[config.mk]
export PLATFORM = sky130hd
export DESIGN_NAME = gpio_mmio_ctrl
export DESIGN_NICKNAME = d
export VERILOG_FILES = /design/src/rtl/gpio_mmio_pkg.sv /design/src/rtl/gpio_sync2.sv /design/src/rtl/gpio_pinmap.sv /design/src/rtl/gpio_regs.sv /design/src/rtl/gpio_mmio_ctrl.sv
export SDC_FILE = /design/constraint.sdc
export NUM_CORES = 1
export LEC_CHECK = 0
export BUFFER_PORTS_ARGS = -buffer_cell sky130_fd_sc_hd__buf_4
export CORE_MARGIN = 2
export CORE_UTILIZATION = 50
export DETAILED_ROUTE_END_ITERATION = 10
export PLACE_DENSITY = 0.75
export SLEW_MARGIN = 5
export SYNTH_ARGS = -nofsm -noshare
export SYNTH_HDL_FRONTEND = slang
export SYNTH_SLANG_ARGS = --single-unit
export TNS_END_PERCENT = 100
[constraint.sdc]
create_clock -name clk -period 1.75 [get_ports clk]
set_clock_uncertainty 0.05 [all_clocks]
set_input_delay 0.2625 -clock clk [delete_from_list [all_inputs] [get_ports clk]]
set_output_delay 0.2625 -clock clk [all_outputs]
set_load 0.03 [all_outputs]
[src/rtl/gpio_mmio_pkg.sv]
package gpio_mmio_pkg;

    typedef enum logic [1:0] {
        DIR_NONE     = 2'd0,
        DIR_OUT_HIGH = 2'd1,
        DIR_IN_HIGH  = 2'd2
    } dir_mode_e;

    typedef enum logic [1:0] {
        SEL_DATA = 2'd0,
        SEL_SET  = 2'd1,
        SEL_CLR  = 2'd2,
        SEL_DIR  = 2'd3
    } reg_sel_e;

    typedef struct packed {
        logic     wr;
        logic     rd;
        reg_sel_e sel;
    } bus_cmd_t;

    function automatic int lane_bits(input int nbytes);
        return (nbytes > 1) ? $clog2(nbytes) : 1;
    endfunction

endpackage

[src/rtl/gpio_sync2.sv]
module gpio_sync2 #(
    parameter int WIDTH = 32
) (
    input  logic             clk,
    input  logic             rst,
    input  logic [WIDTH-1:0] d,
    output logic [WIDTH-1:0] q
);
    logic [WIDTH-1:0] stage1;

    always_ff @(posedge clk) begin
        if (rst) begin
            stage1 <= '0;
            q      <= '0;
        end else begin
            stage1 <= d;
            q      <= stage1;
        end
    end
endmodule

[src/rtl/gpio_pinmap.sv]
module gpio_pinmap #(
    parameter int WIDTH   = 32,
    parameter bit REVERSE = 1'b0
) (
    input  logic [WIDTH-1:0] src,
    output logic [WIDTH-1:0] dst
);
    for (genvar i = 0; i < WIDTH; i++) begin : g_bit
        if (REVERSE) begin : g_rev
            assign dst[i] = src[WIDTH-1-i];
        end else begin : g_str
            assign dst[i] = src[i];
        end
    end
endmodule

[src/rtl/gpio_regs.sv]
module gpio_regs
    import gpio_mmio_pkg::*;
#(
    parameter int        WIDTH    = 32,
    parameter dir_mode_e DIR_MODE = DIR_OUT_HIGH,
    localparam int       BYTES    = WIDTH / 8
) (
    input  logic             clk,
    input  logic             rst,
    input  bus_cmd_t         cmd,
    input  logic [BYTES-1:0] lane_hit,
    input  logic [7:0]       wdata,
    output logic [WIDTH-1:0] latch_q,
    output logic [WIDTH-1:0] dir_q
);
    localparam logic [WIDTH-1:0] LATCH_INIT = (DIR_MODE == DIR_NONE)    ? '1 : '0;
    localparam logic [WIDTH-1:0] DIR_INIT   = (DIR_MODE == DIR_IN_HIGH) ? '1 : '0;

    logic [WIDTH-1:0] byte_en;
    logic [WIDTH-1:0] wide;
    logic [WIDTH-1:0] hit_bits;
    logic [WIDTH-1:0] latch_d;
    logic [WIDTH-1:0] dir_d;

    for (genvar b = 0; b < BYTES; b++) begin : g_lane
        assign byte_en[b*8 +: 8] = {8{lane_hit[b]}};
        assign wide[b*8 +: 8]    = wdata;
    end

    assign hit_bits = wide & byte_en;

    always_comb begin
        latch_d = latch_q;
        unique case (cmd.sel)
            SEL_DATA: latch_d = (latch_q & ~byte_en) | hit_bits;
            SEL_SET:  latch_d = latch_q | hit_bits;
            SEL_CLR:  latch_d = latch_q & ~hit_bits;
            default:  latch_d = latch_q;
        endcase
    end

    if (DIR_MODE == DIR_NONE) begin : g_nodir
        assign dir_d = '0;
    end else begin : g_dir
        assign dir_d = (cmd.sel == SEL_DIR) ? ((dir_q & ~byte_en) | hit_bits) : dir_q;
    end

    always_ff @(posedge clk) begin
        if (rst) begin
            latch_q <= LATCH_INIT;
            dir_q   <= DIR_INIT;
        end else if (cmd.wr) begin
            latch_q <= latch_d;
            dir_q   <= dir_d;
        end
    end
endmodule

[src/rtl/gpio_mmio_ctrl.sv]
module gpio_mmio_ctrl
    import gpio_mmio_pkg::*;
#(
    parameter int        WIDTH    = 32,
    parameter dir_mode_e DIR_MODE = DIR_OUT_HIGH,
    parameter bit        REVERSE  = 1'b0,
    localparam int       BYTES    = WIDTH / 8,
    localparam int       IDXW     = lane_bits(BYTES),
    localparam int       AW       = IDXW + 2
) (
    input  logic             clk,
    input  logic             rst,
    input  logic             wr_en,
    input  logic             rd_en,
    input  logic [AW-1:0]    addr,
    input  logic [7:0]       wdata,
    output logic [7:0]       rd_data,
    input  logic [WIDTH-1:0] pad_in,
    output logic [WIDTH-1:0] pad_out,
    output logic [WIDTH-1:0] pad_oe
);
    bus_cmd_t         cmd;
    logic [IDXW-1:0]  lane_i;
    logic [BYTES-1:0] lane_hit;
    logic [WIDTH-1:0] latch_q;
    logic [WIDTH-1:0] dir_q;
    logic [WIDTH-1:0] oe_reg;
    logic [WIDTH-1:0] pad_sync;
    logic [WIDTH-1:0] pin_word;
    logic [WIDTH-1:0] rd_word;
    logic [7:0]       rd_byte;

    assign cmd.wr  = wr_en;
    assign cmd.rd  = rd_en;
    assign cmd.sel = reg_sel_e'(addr[AW-1 -: 2]);
    assign lane_i  = (BYTES == 1) ? '0 : addr[IDXW-1:0];

    for (genvar b = 0; b < BYTES; b++) begin : g_hit
        assign lane_hit[b] = (BYTES == 1) || (int'(addr[IDXW-1:0]) == b);
    end

    gpio_regs #(.WIDTH(WIDTH), .DIR_MODE(DIR_MODE)) u_regs (
        .clk      (clk),
        .rst      (rst),
        .cmd      (cmd),
        .lane_hit (lane_hit),
        .wdata    (wdata),
        .latch_q  (latch_q),
        .dir_q    (dir_q)
    );

    if (DIR_MODE == DIR_OUT_HIGH) begin : g_oe_out
        assign oe_reg = dir_q;
    end else if (DIR_MODE == DIR_IN_HIGH) begin : g_oe_in
        assign oe_reg = ~dir_q;
    end else begin : g_oe_od
        assign oe_reg = ~latch_q;
    end

    gpio_pinmap #(.WIDTH(WIDTH), .REVERSE(REVERSE)) u_map_out (
        .src (latch_q),
        .dst (pad_out)
    );

    gpio_pinmap #(.WIDTH(WIDTH), .REVERSE(REVERSE)) u_map_oe (
        .src (oe_reg),
        .dst (pad_oe)
    );

    gpio_sync2 #(.WIDTH(WIDTH)) u_sync (
        .clk (clk),
        .rst (rst),
        .d   (pad_in),
        .q   (pad_sync)
    );

    gpio_pinmap #(.WIDTH(WIDTH), .REVERSE(REVERSE)) u_map_in (
        .src (pad_sync),
        .dst (pin_word)
    );

    always_comb begin
        unique case (cmd.sel)
            SEL_DATA:         rd_word = pin_word;
            SEL_SET, SEL_CLR: rd_word = latch_q;
            default:          rd_word = dir_q;
        endcase
    end

    assign rd_byte = 8'(rd_word >> {lane_i, 3'b000});

    always_ff @(posedge clk) begin
        if (rst) begin
            rd_data <= '0;
        end else if (cmd.rd) begin
            rd_data <= rd_byte;
        end
    end
endmodule

# Word-level counts from Yosys, hierarchy flattened
# Index checks and enable logic that the tools add are counted.
dict set report op_classes {
  reduce_logical 6
  bitwise_logic 9
  magnitude_cmp 0
  n_div 0
  shift 1
  addsub 0
  n_eq_ne 6
  mul 0
  muxes 2
}
# operator count
set op_table {}
lappend op_table {{32-bit AND} 4}
lappend op_table {{32-bit OR} 3}
lappend op_table {{32-bit case mux with 3 select lines} 1}
lappend op_table {{32-bit inverter} 2}
lappend op_table {{32-bit case mux with 2 select lines} 1}
lappend op_table {{32-bit by 5-bit right shift with 8-bit output} 1}
lappend op_table {{2-bit == test (second input constant)} 4}
lappend op_table {{2-bit by 1-bit == test with 1-bit output (second input constant)} 2}
lappend op_table {{2-bit logical NOT} 2}
lappend op_table {{2-bit AND reduction} 2}
lappend op_table {{3-bit nonzero test} 1}
lappend op_table {{2-bit OR reduction} 1}
dict set report word_totals {
  mem_count 0
  output_inout_bits 72
  ramBits 0
  latchBits 0
  ff_bits 136
  mem_bits_ro 0
  elab_cells 29
}

# Longest topological paths before layout
# Gate-level depths: netlist of run 1.
dict set report logic_depth {
  ltp_word 5
  mapped_depth 8
}

# Cells and area by module
# A second synthesis of run 1 with hierarchy kept.
dict set report hier_totals {
  cells_unflattened 759
  area_unflattened_um2 6734.0
}
# module cells_each area_each_um2 seq_area_each_um2 instances
set by_module_without_submodules {}
lappend by_module_without_submodules {gpio_regs 379 3009.1 1281.2 1}
lappend by_module_without_submodules {gpio_sync2 135 1918.1 1281.2 1}
lappend by_module_without_submodules {gpio_mmio_ctrl 149 1086.0 160.2 1}
lappend by_module_without_submodules {gpio_pinmap 32 240.2 0.0 3}

# Worst setup path after synthesis of run 1
# No wires, ideal clock.
dict set report synth_timing {
  path_kind {input-to-reg}
  startpoint {input addr[2]}
  endpoint {register rd_data[1]}
  t_arrival_ns 1.456
  required_ns 1.580
  path_slack_ns 0.125
  path_stages 6
  cell_sequence {inv_1 -> ha_1 -> clkbuf_1 -> a221oi_1 -> o22ai_1 -> o31a_1}
}
dict set report synth_between {
  elab_chain_cells 4
  elab_cells_between_ends 6
  cone_classes {eq/ne (2); shift (1); mux (1); reduce/logical (2)}
}
# item line
set synth_rtl {}
lappend synth_rtl {{from (decl)} gpio_mmio_ctrl.sv:15} ;# input logic [AW-1:0] addr,
lappend synth_rtl {{2-bit by 1-bit == test with 1-bit output / 2-bit == test (equally long branches)} gpio_mmio_ctrl.sv:83} ;# unique case (cmd.sel)
lappend synth_rtl {{2-bit OR reduction} gpio_mmio_ctrl.sv:83}
lappend synth_rtl {{32-bit case mux with 2 select lines (*)} gpio_mmio_ctrl.sv:83}
lappend synth_rtl {{32-bit by 5-bit right shift with 8-bit output (*)} gpio_mmio_ctrl.sv:90} ;# assign rd_byte = 8'(rd_word >> {lane_i, 3'b000});
lappend synth_rtl {{to (signal assigned)} gpio_mmio_ctrl.sv:96} ;# rd_data <= rd_byte;
lappend synth_rtl {{to (decl)} gpio_mmio_ctrl.sv:17} ;# output logic [7:0] rd_data,
# Mark *: on every way between the ends. The rest lies on a longest branch, timed or not.
# A chain may end at the register's enable or synchronous reset.

# Final worst setup path of run 1
dict set report layout_timing {
  startpoint {input addr[2]}
  endpoint {register rd_data[2]}
}
# The elaborated chain is that of the path after synthesis.

==> results by group, run 1 <==
Global routing
  • Largest net degree at the start of global routing: a little over 90
  • First-pass GRT wire length: around 28,000 um
  • Remaining Overflow, GRT: 0
  • GR Util All Layers: 0.332
  • Vias in the first global route: 5,076
  • Initial antenna violation count: 0

Clock network
  • Clock slew at reported path FFs: 0.06 ns
  • Clk root buf: clkbuf_8
  • Clock Latency Late Sink: between 0.5 and 0.6 ns
  • H-tree lvl count: 4
  • Clk sinks: roughly 140
  • CTS tree: built
  • Clk buf depth: 2
  • TritonCTS buffer count: 17
  • Post-CTS Resized: 0

Route
  • DR vias: 5,221
  • First-iteration detailed-routing DRC count: 604
  • Post-route ant nets: 0
  • DRC: 0
  • Routed WL: between 15,000 and 20,000 um
  • TritonRoute pass-1 iters: 5
  • Via/cell ratio: 5.74
  • Wirelength per Cell: approximately 20 um

Finish
  • Syn-to-layout area delta: 41.4%
  • Post-Layout Cell Count: about 900
  • # diodes: 0
  • NumNets Final: 814
  • Finished Cell Area: 0.00739 mm^2
  • Number of fill cells: slightly below 800
  • Fraction of layout cells with a size suffix above 1: 0.258

Place
  • Worst slack, placed: -0.216 ns
  • GPL Wtd Cong: 0.951
  • HPWL after DPL: ~13,000 um
  • Post-DP Area: between 0.006 and 0.007 mm^2
  • # placed instances: ~850
  • IO Port Bufs: 119

Yosys
  • Post-synthesis cell type count: 28
  • Mean post-synth cell area: around 9 um^2
  • Cell taking the most area after synthesis: dfxtp_1
  • Area contributors post-synth: dfxtp_1, nor2b_1, o21ai_0
  • Cells after Synth: approximately 590
  • Mapped Area: between 0.005 and 0.006 mm^2
  • Post-Syn Nets: around 650
  • Main synth FF type: dfxtp_1
  • EDFF count, synth: 0
  • Synth warn: 0
  • Synth top area share: 0.521
  • Sequential share of the synthesized area: 0.521
  • Share of flip-flops with an asynchronous set or reset: 0
  • Yosys reg bits: between 100 and 150

Timing
  • Slew headroom: 0.575
  • Worst-Margin Slew: around 0.63 ns
  • Tcrit/Tclk final: 0.874
  • Max Clk Rate: ~650 MHz
  • Final Hold Violating Endpoints: 0
  • # setup viols final: 0
  • Final setup margin: 0.220 ns
  • RSZ-0062 raised after global routing: false
  • Final min period: 1.53 ns
  • Total negative setup slack: 0 ns
  • Fin. max-slew vios: 0

Flow run
  • Max Cap Viol: 0

Setup path
  • Critical path endpoint category: flop
  • Crit Path Class: input pin to flop
  • Worst setup SP type: input pin
  • CP max FO: 32
  • Critical Path RT: between 2 and 2.5 ns
  • Worst path arrival time: between 1.5 and 2 ns

Pwr
  • PD cells: ~1100 mW/mm^2
  • Peak VDD IR: between 700 and 800 uV
  • Leakage: roughly 0.003 uW

Hold path
  • Hold Path Class: input pin to flop

Floorplanning
  • Die Wd: ~110 um
  • DIE HEIGHT: between 100 and 150 um
  • I/O pin cnt: 120
  • Rows: 37
  • Core ar.: between 0.01 and 0.015 mm^2
  • Area of the die: 0.0113 mm^2
  • Initial Util: 0.511

Outcome
  • Status: finished clean
[worst paths after layout]
path | from | endpoint | slack (ns) | depth (start not counted)
min reg2reg | u_sync.stage1[17] | u_sync.q[17] | 0.39 | 1
max | addr[2] | rd_data[2] | 0.22 | 7
min | wdata[5] | flop | 0.02 | 3
max reg2reg | u_regs.latch_q[2] | rd_data[2] | 0.34 | 3
[per-stage QoR]
stage / hold slack [ns] / total power, uW / utilization
CTS: 0.00353 / 7900 / 0.723
global placement: 0.369 / 4140 / 0.630
detailed placement: 0.375 / 4150 / 0.630
global route: 0.0103 / 8120 / 0.723
finish: 0.0187 / 7890 / 0.723
floorplan: 0.341 / 3760 / -
[synthesized netlist by cell type, drive strengths merged, types with 5 or more instances]
cell	n
nand2	68
buf	23
o31a	8
nand3	36
clkbuf	27
a21oi	64
a221oi	24
ha	5
o21ai	72
nor2b	68
nor2	30
a22oi	14
o22ai	8
dfxtp	136
[per-layer routing]
metal / track usage / routed length, um / up-vias
li1: - / - / 2396
met1: 0.425 / 7410 / 2479
met2: 0.544 / 8780 / 301
met3: 0.0779 / 1570 / 45
met4: 0.124 / 546 / 0
met5: 0 / 0 / -
[power by group]
part	total, uW	switching [uW]	internal, uW
clock network	3730	1330	2400
logic	894	507	387
registers	3270	61.6	3210
[worst max-delay path: stages]
cell and delay, ns:
buf_4 0.10, inv_1 0.05, ha_1 0.34, buf_12 0.19, a221oi_1 0.53, o22ai_1 0.17, o31a_1 0.25
[layout by cell type, fill, tap and decap left out]
cell	instances
nand2_1	68
and2b_1	1
nor2_4	1
a21oi_1	64
clkbuf_16	16
clkbuf_1	3
o31a_1	8
dfxtp_1	136
o21ai_0	72
a32oi_1	1
inv_6	1
inv_1	3
buf_4	161
nor2_2	1
clkinv_4	2
a22oi_1	14
ha_1	5
clkinv_2	1
and2_1	1
nor2b_4	1
buf_12	6
nand3_1	36
o22ai_1	8
nor2_1	28
nand2b_1	2
bufinv_16	4
dlygate4sd3_1	33
or2_2	1
clkbuf_8	3
nor2b_1	67
clkinvlp_4	2
a221oi_1	24
[repair_timing]
| item | in CTS | in global routing |
|---|---|---|
| hold endpoints to repair | 34 | 0 |
| buffers inserted | 0 | 0 |
| hold buffers | 33 | 0 |
[layout make-up]
class	instances	area, um^2	share of cell area
clock inverters	10	166	0.0225
well taps	136	170	0.0230
inverters	3	11.3	0.00152
flip-flops and latches	136	2720	0.368
clock buffers	22	453	0.0613
repair buffers	200	1660	0.224
multi-input cells	403	2210	0.299
[cells by family after synthesis]
kind of cell               share of synthesized area
adders and majority gates                     0.0120
buffers and inverters                         0.0567
AOI/OAI and AO/OA                              0.215
DFF                                            0.521
and+or+nand+nor                                0.196
Note: power is estimated with default switching activity, not from simulation.
==> run 2, diff against run 1 <==
- clock period: 1.75 -> 1.45 ns (I/O delays scaled with it)
==> run 2 against run 1 <==
Wire length increased by 0.85%. Power rose by 21%. Register-to-register slack got worse by 0.23 ns. Utilization rose by 1.9 points. Sequential power is 20% higher. Design area up 2.6%. Critical endpoint is now pad_out[28]. First-iteration DRC count shrank 19%. Sequential cell count did not move. Clock power rose by 21%. Sequential share of layout area fell by 0.95 points. Critical path type is now flop to output pin.
==> results by group, run 2 (synthesis gave the netlist of run 1 again) <==
Setup path
  • Buf/Inv on CP: 1 (-2)
  • Crit Path Class: flop to output pin
  • Slowest cell on the critical path: dfxtp_1
  • Critical Path RT: 1.18 ns (-0.94 ns)
  • Crit-path cells: buf_4
  • Worst setup SP type: flop
  • Critical path endpoint category: output pin
  • CP top delay family: flip-flops
  • R2R Setup Slk: 0.11 ns (-0.23 ns)
  • Slowest Stage Delay on Critical Path: 0.42 ns (-0.11 ns)
  • Worst path arrival time: 1.15 ns (-0.75 ns)
  • CP max FO: 3 (-91%)

Finish
  • Most frequent cells in the layout: buf_4, dfxtp_1, o21ai_0, nand2_1, nor2b_1
  • # diodes: 0 (unchanged)
  • Fraction of layout cells with a size suffix above 1: 0.276 (+0.0178)
  • Most common cell after layout, fill and taps aside: buf_4
  • Finished Cell Area: 0.00759 mm^2 (+2.6%)
  • NumNets Final: 833 (+2.3%)
  • Fin util: 0.742 (+0.0191)
  • Post-Layout Cell Count: 929 (+2.1%)
  • Syn-to-layout area delta: 45.1%

Timing
  • Worst-Margin Slew: 0.550 ns (-0.0808 ns)
  • Max Clk Rate: slightly above 700 MHz
  • Final min period: about 1.4 ns
  • # setup viols final: 0 (unchanged)
  • Fin. max-slew vios: 0 (unchanged)
  • Tcrit/Tclk final: 0.977
  • Final setup margin: 0.0327 ns (-0.188 ns)
  • RSZ-0062 raised after global routing: false
  • Slew headroom: 0.632 (+0.0569)
  • Final Hold Violating Endpoints: 0 (unchanged)

Route
  • WL met1: 7160 um (-3.3%)
  • Post-route ant nets: 0 (unchanged)
  • Routed WL: 18,500 um (+0.85%)
  • First-iteration detailed-routing DRC count: 491 (-19%)
  • Top routing layer used: met4
  • WL met3: 1410 um (-10%)
  • DR vias: 5,277 (+1.1%)
  • Wirelength per Cell: 19.9 um (-1.2%)
  • Via/cell ratio: 5.68 (-0.99%)
  • TritonRoute pass-1 iters: 5 (unchanged)
  • DRC: 0 (unchanged)
  • WL met2: 9000 um (+2.5%)

Global routing
  • Initial antenna violation count: 0 (unchanged)
  • Largest net degree at the start of global routing: 79 (-13%)
  • Remaining Overflow, GRT: 0 (unchanged)
  • First-pass GRT wire length: 28,000 um (+0.20%)
  • GR Util All Layers: 0.331 (-0.00117)
  • Vias in the first global route: 5,171 (+1.9%)

Clock network
  • Clk root buf: clkbuf_8
  • Clock slew at reported path FFs: 0.06 ns (about the same)
  • TritonCTS buffer count: 17 (unchanged)
  • Clk buf depth: 2 (unchanged)
  • Clk sinks: 136 (unchanged)
  • Postcts setup bufs: 0 (unchanged)
  • H-tree lvl count: 4 (unchanged)
  • CTS tree: built
  • Clock Latency Late Sink: 0.53 ns (about the same)

Place
  • IO Port Bufs: 119 (unchanged)
  • HPWL after DPL: 12,500 um (-1.2%)
  • Worst slack, placed: -0.387 ns (-0.171 ns)
  • Post-DP Area: 0.00657 mm^2 (+2.0%)
  • # placed instances: 857 (+1.4%)
  • GPL Wtd Cong: 0.937 (-1.5%)

Pwr
  • PD cells: 1260 mW/mm^2 (+18%)
  • Leakage: 0.00303 uW (+2.8%)
  • Peak VDD IR: 877 uV (+11%)

Floorplanning
  • Area of the die: 0.0113 mm^2 (unchanged)
  • DIE HEIGHT: 106 um (unchanged)
  • Initial Util: 0.511 (unchanged)
  • Core ar.: 0.0102 mm^2 (unchanged)
  • I/O pin cnt: 120 (unchanged)
  • Die Wd: 106 um (unchanged)
  • Rows: 37 (unchanged)

Outcome
  • Status: finished clean

Flow run
  • Max Cap Viol: 0 (unchanged)

Hold path
  • Hold Path Class: input pin to flop
==> run 2: cell type report <==
type                       instances  area (um^2)
clock buffer                      19          422
clock inverter                    13          195
fill                             726         2640
inverter                           3         11.3
multi-input combinational        403         2250
sequential                       136         2720
tap                              136          170
timing repair buffer             219         1820
==> run 2: metal layers <==
metal / global-route usage / up-vias
met5: 0 / -
met4: 0.170 / 0
met1: 0.400 / 2501
met2: 0.553 / 286
met3: 0.0711 / 65
li1: - / 2425
==> run 2: stage by stage <==
step	total power [uW]	hold slack [ns]	setup TNS, ns
6_report	9580	0.117	0
5_1_grt	9840	0.108	0
4_1_cts	9560	0.0980	0
3_5_place_dp	5040	0.374	-12.04
3_3_place_gp	5020	0.368	-8.70
2_1_floorplan	4560	0.296	-0.0200
==> run 2: timing repair <==
| action | in CTS | in global routing |
|---|---|---|
| hold endpoints to repair | 70 | 0 |
| resized for setup | 0 | 0 |
| hold buffers | 40 | 0 |
==> run 2: path summary, 6_finish.rpt <==
check / startpoint / end / depth (start not counted)
setup / recovery: u_regs.latch_q[28] / pad_out[28] / 1
hold / removal: wdata[4] / flop / 4
setup reg to reg: flop / rd_data[3] / 4
hold reg to reg: u_sync.stage1[4] / u_sync.q[4] / 1
==> run 2: power breakdown <==
| part | switching [uW] | internal, uW | leakage (uW) |
|---|---|---|---|
| sequential | 74.3 | 3870 | 0.00111 |
| combinational | 620 | 510 | 0.00164 |
| clock | 1690 | 2820 | 0.000283 |
| total | 2380 | 7200 | 0.00303 |
==> run 3, diff against run 2 <==
- CORE_UTILIZATION: 50 -> 45
- PLACE_DENSITY: 0.75 -> 0.67
- SYNTH_HIERARCHICAL: not set -> 1
==> run 3 against run 2 <==
Sequential power rose by 5%. Power rose by 2.2%. Critical endpoint is now pad_out[23]. Register-to-register slack improved by 0.08 ns. Critical path depth did not move. Sequential share of layout area fell by 2.0 points. Count of clock-buffer cells in the layout fell by 1. Synthesized area rose by 29%. Setup slack improved by 0.0095 ns.
==> results by group, run 3 <==
Clock network
  • TritonCTS buffer count: 17 (unchanged)
  • Clock Latency Late Sink: 0.42 ns (-0.11 ns)
  • Clk sinks: 136 (unchanged)
  • CTS tree: built
  • H-tree lvl count: 4 (unchanged)
  • Clock slew at reported path FFs: 0.06 ns (about the same)
  • Clk root buf: clkbuf_16
  • Postcts setup bufs: 0 (unchanged)
  • Clk buf depth: 2 (unchanged)

Yosys
  • XOR/XNOR Fraction of Synth Area: 0 (unchanged)
  • Post-Syn Nets: 809 (+25%)
  • Synth warn: 6 (+6)
  • Sequential share of the synthesized area: 0.404 (-0.116)
  • Post-Synth Adder-Cell Area: 0.00372 (-0.00825)
  • Top-count cell post-synth: dfxtp_1
  • Share of flip-flops with an asynchronous set or reset: 0 (unchanged)
  • Area contributors post-synth: dfxtp_1, buf_4, nor2b_2
  • Largest family of logic cells by synthesized area: compound AO/OA/AOI/OAI gates
  • Yosys reg bits: 136 (unchanged)
  • Mapped Area: 0.00673 mm^2 (+29%)
  • Post-synthesis cell type count: 33 (+18%)
  • Cells after Synth: 759 (+28%)
  • Main synth FF type: dfxtp_1
  • Synth top area share: 0.404 (-0.116)
  • Simple-gate portion of the synthesized area: 0.205 (+0.00962)
  • Mux share of post-synthesis cell area: 0 (unchanged)
  • EDFF count, synth: 0 (unchanged)
  • Mean post-synth cell area: 8.87 um^2 (+0.43%)
  • Synth cell count leaders: dfxtp_1, buf_4, nand2_1
  • Cell taking the most area after synthesis: dfxtp_1
  • Synth Area in Compound Gates: 0.221 (+0.00548)

Floorplanning
  • Die Wd: 126 um (+19%)
  • Core ar.: 0.0146 mm^2 (+43%)
  • Initial Util: 0.462 (-0.0496)
  • DIE HEIGHT: 126 um (+19%)
  • Area of the die: 0.0160 mm^2 (+41%)
  • Rows: 44 (+19%)
  • I/O pin cnt: 120 (unchanged)

Pwr
  • PD cells: 1220 mW/mm^2 (-3.6%)
  • Leakage: 0.00313 uW (+3.1%)
  • Peak VDD IR: 849 uV (-3.2%)

Setup path
  • Crit-path cells: buf_4
  • Buf/Inv on CP: 1 (unchanged)
  • Worst setup path startpoint: u_regs/latch_q[23]
  • Worst flop-to-flop path startpoint: u_regs/latch_q[4]
  • Critical Path RT: 1.18 ns (about the same)
  • CP max FO: 5 (+2)
  • Slowest Stage Delay on Critical Path: 0.49 ns (+0.07 ns)
  • CP top delay family: flip-flops
  • Critical path endpoint category: output pin
  • Worst path arrival time: 1.14 ns (about the same)
  • Slowest cell on the critical path: dfxtp_1
  • Crit Path Class: flop to output pin
  • Worst setup SP type: flop

Finish
  • Post-Layout Cell Count: 1,001 (+7.8%)
  • Fraction of layout cells with a size suffix above 1: 0.324 (+0.0482)
  • Most common cell after layout, fill and taps aside: buf_4
  • Sequential cell area: 0.00273 mm^2 (+0.14%)
  • NumNets Final: 854 (+2.5%)
  • Syn-to-layout area delta: 19.5%
  • Multi-input gate area: 0.00291 mm^2 (+29%)
  • # diodes: 0 (unchanged)
  • Fin util: 0.551 (-0.190)
  • Most frequent cells in the layout: buf_4, dfxtp_1, nand2_1, nor2_1, nor2b_2
  • Finished Cell Area: 0.00805 mm^2 (+6.0%)
  • Number of fill cells: 1,303 (+79%)

Hold path
  • Min-Delay Startpoint: wdata[0]
  • Hold Path Class: input pin to flop

Place
  • GPL Wtd Cong: 0.942 (+0.53%)
  • # placed instances: 937 (+9.3%)
  • Post-DP Area: 0.00714 mm^2 (+8.6%)
  • HPWL after DPL: 14,400 um (+15%)
  • IO Port Bufs: 119 (unchanged)

Route
  • TritonRoute pass-1 iters: 5 (unchanged)
  • DRC: 0 (unchanged)
  • DR vias: 5,735 (+8.7%)
  • Routed WL: 20,400 um (+10%)
  • First-iteration detailed-routing DRC count: 658 (+34%)
  • Via/cell ratio: 5.73 (+0.86%)
  • Wirelength per Cell: 20.4 um (+2.5%)
  • Post-route ant nets: 0 (unchanged)

Timing
  • Max Clk Rate: 710 MHz (+0.68%)
  • Fin. max-slew vios: 0 (unchanged)
  • RSZ-0062 raised after global routing: false
  • Final min period: 1.41 ns (-0.00955 ns)
  • Tcrit/Tclk final: 0.971 (-0.00658)
  • Total negative setup slack: 0 ns (unchanged)
  • Final Hold Violating Endpoints: 0 (unchanged)
  • Worst-Margin Slew: 0.431 ns (-0.119 ns)
  • Slew headroom: 0.712 (+0.0805)
  • # setup viols final: 0 (unchanged)

Flow run
  • Max Cap Viol: 0 (unchanged)

Outcome
  • Status: finished clean

Global routing
  • GR Util All Layers: 0.252 (-0.0784)
  • Initial antenna violation count: 0 (unchanged)
  • Vias in the first global route: 5,343 (+3.3%)
  • First-pass GRT wire length: 30,600 um (+9.2%)
  • Remaining Overflow, GRT: 0 (unchanged)
  • Largest net degree at the start of global routing: 55 (-30%)
==> run 3: cell count changes in the layout (fill, tap and decap cells not counted), moves of 8 or more <==
| cell | change |
|---|---|
| a21oi_1 | -24 |
| a22oi_1 | +18 |
| a311oi_1 | +32 |
| buf_4 | -23 |
| dlygate4sd3_1 | -8 |
| nand3_1 | -36 |
| nor2_1 | +34 |
| nor2b_1 | -27 |
| nor2b_2 | +60 |
| o21ai_0 | -30 |
| o21ai_1 | +14 |
==> run 3: cell families after synthesis <==
kind of cell    count (synthesis)
buf+inv                       167
simple gates                  245
flops                         136
compound gates                209
fa+ha+maj                       2
==> run 3: tightest hold or removal path: cells and delay by family <==
kind / cells / cell delay (ns)
compound gates: 1 / 0.05
simple gates: 1 / 0.07
buf+inv: 1 / 0.17
==> run 3: area by class of cell <==
type                       count  share of cell area
multi-input combinational    456               0.361
sequential                   136               0.339
timing repair buffer         189               0.197
clock buffer                  18              0.0546
tap                          184              0.0286
clock inverter                14              0.0177
inverter                       4             0.00187
==> run 3: final timing paths <==
check,to,cells past startpoint,slack [ns]
worst max register to register,rd_data[4],3,0.19
worst min register to register,u_sync/q[29],1,0.38
worst min-delay path,flop,3,0.1
worst max-delay path,pad_out[23],1,0.04
==> run 3: routing by layer <==
metal  track usage  vias to the layer above  share of wire
met4        0.0763                        0          0.015
met1         0.337                     2771           0.44
met3        0.0650                       29          0.073
li1              -                     2645              -
met2         0.403                      290           0.48
met5             0                        -              0
==> run 3: report_power, final <==
part           internal [uW]  total [uW]  switching (uW)
combinational            657        1470             812
clock                   2440        4190            1750
sequential              3920        4130             205
total                   7020        9780            2760
==> run 3: what timing repair did <==
| action | 4_1_cts | 5_1_grt |
|---|---|---|
| resized for setup | 1 | 2 |
| hold buffers | 32 | 0 |
| setup endpoints to repair | 1 | 2 |
| hold endpoints to repair | 32 | 0 |
==> run 3: through the flow <==
stage / total power, uW / hold WS [ns] / setup WS, ns
global route: 10100 / 0.0793 / 0.00324
finish: 9780 / 0.0961 / 0.0423
detailed placement: 5580 / 0.372 / -0.224
CTS: 9820 / 0.0682 / 0.00345
global placement: 5550 / 0.375 / -0.215
floorplan: 5170 / 0.296 / 0.00894
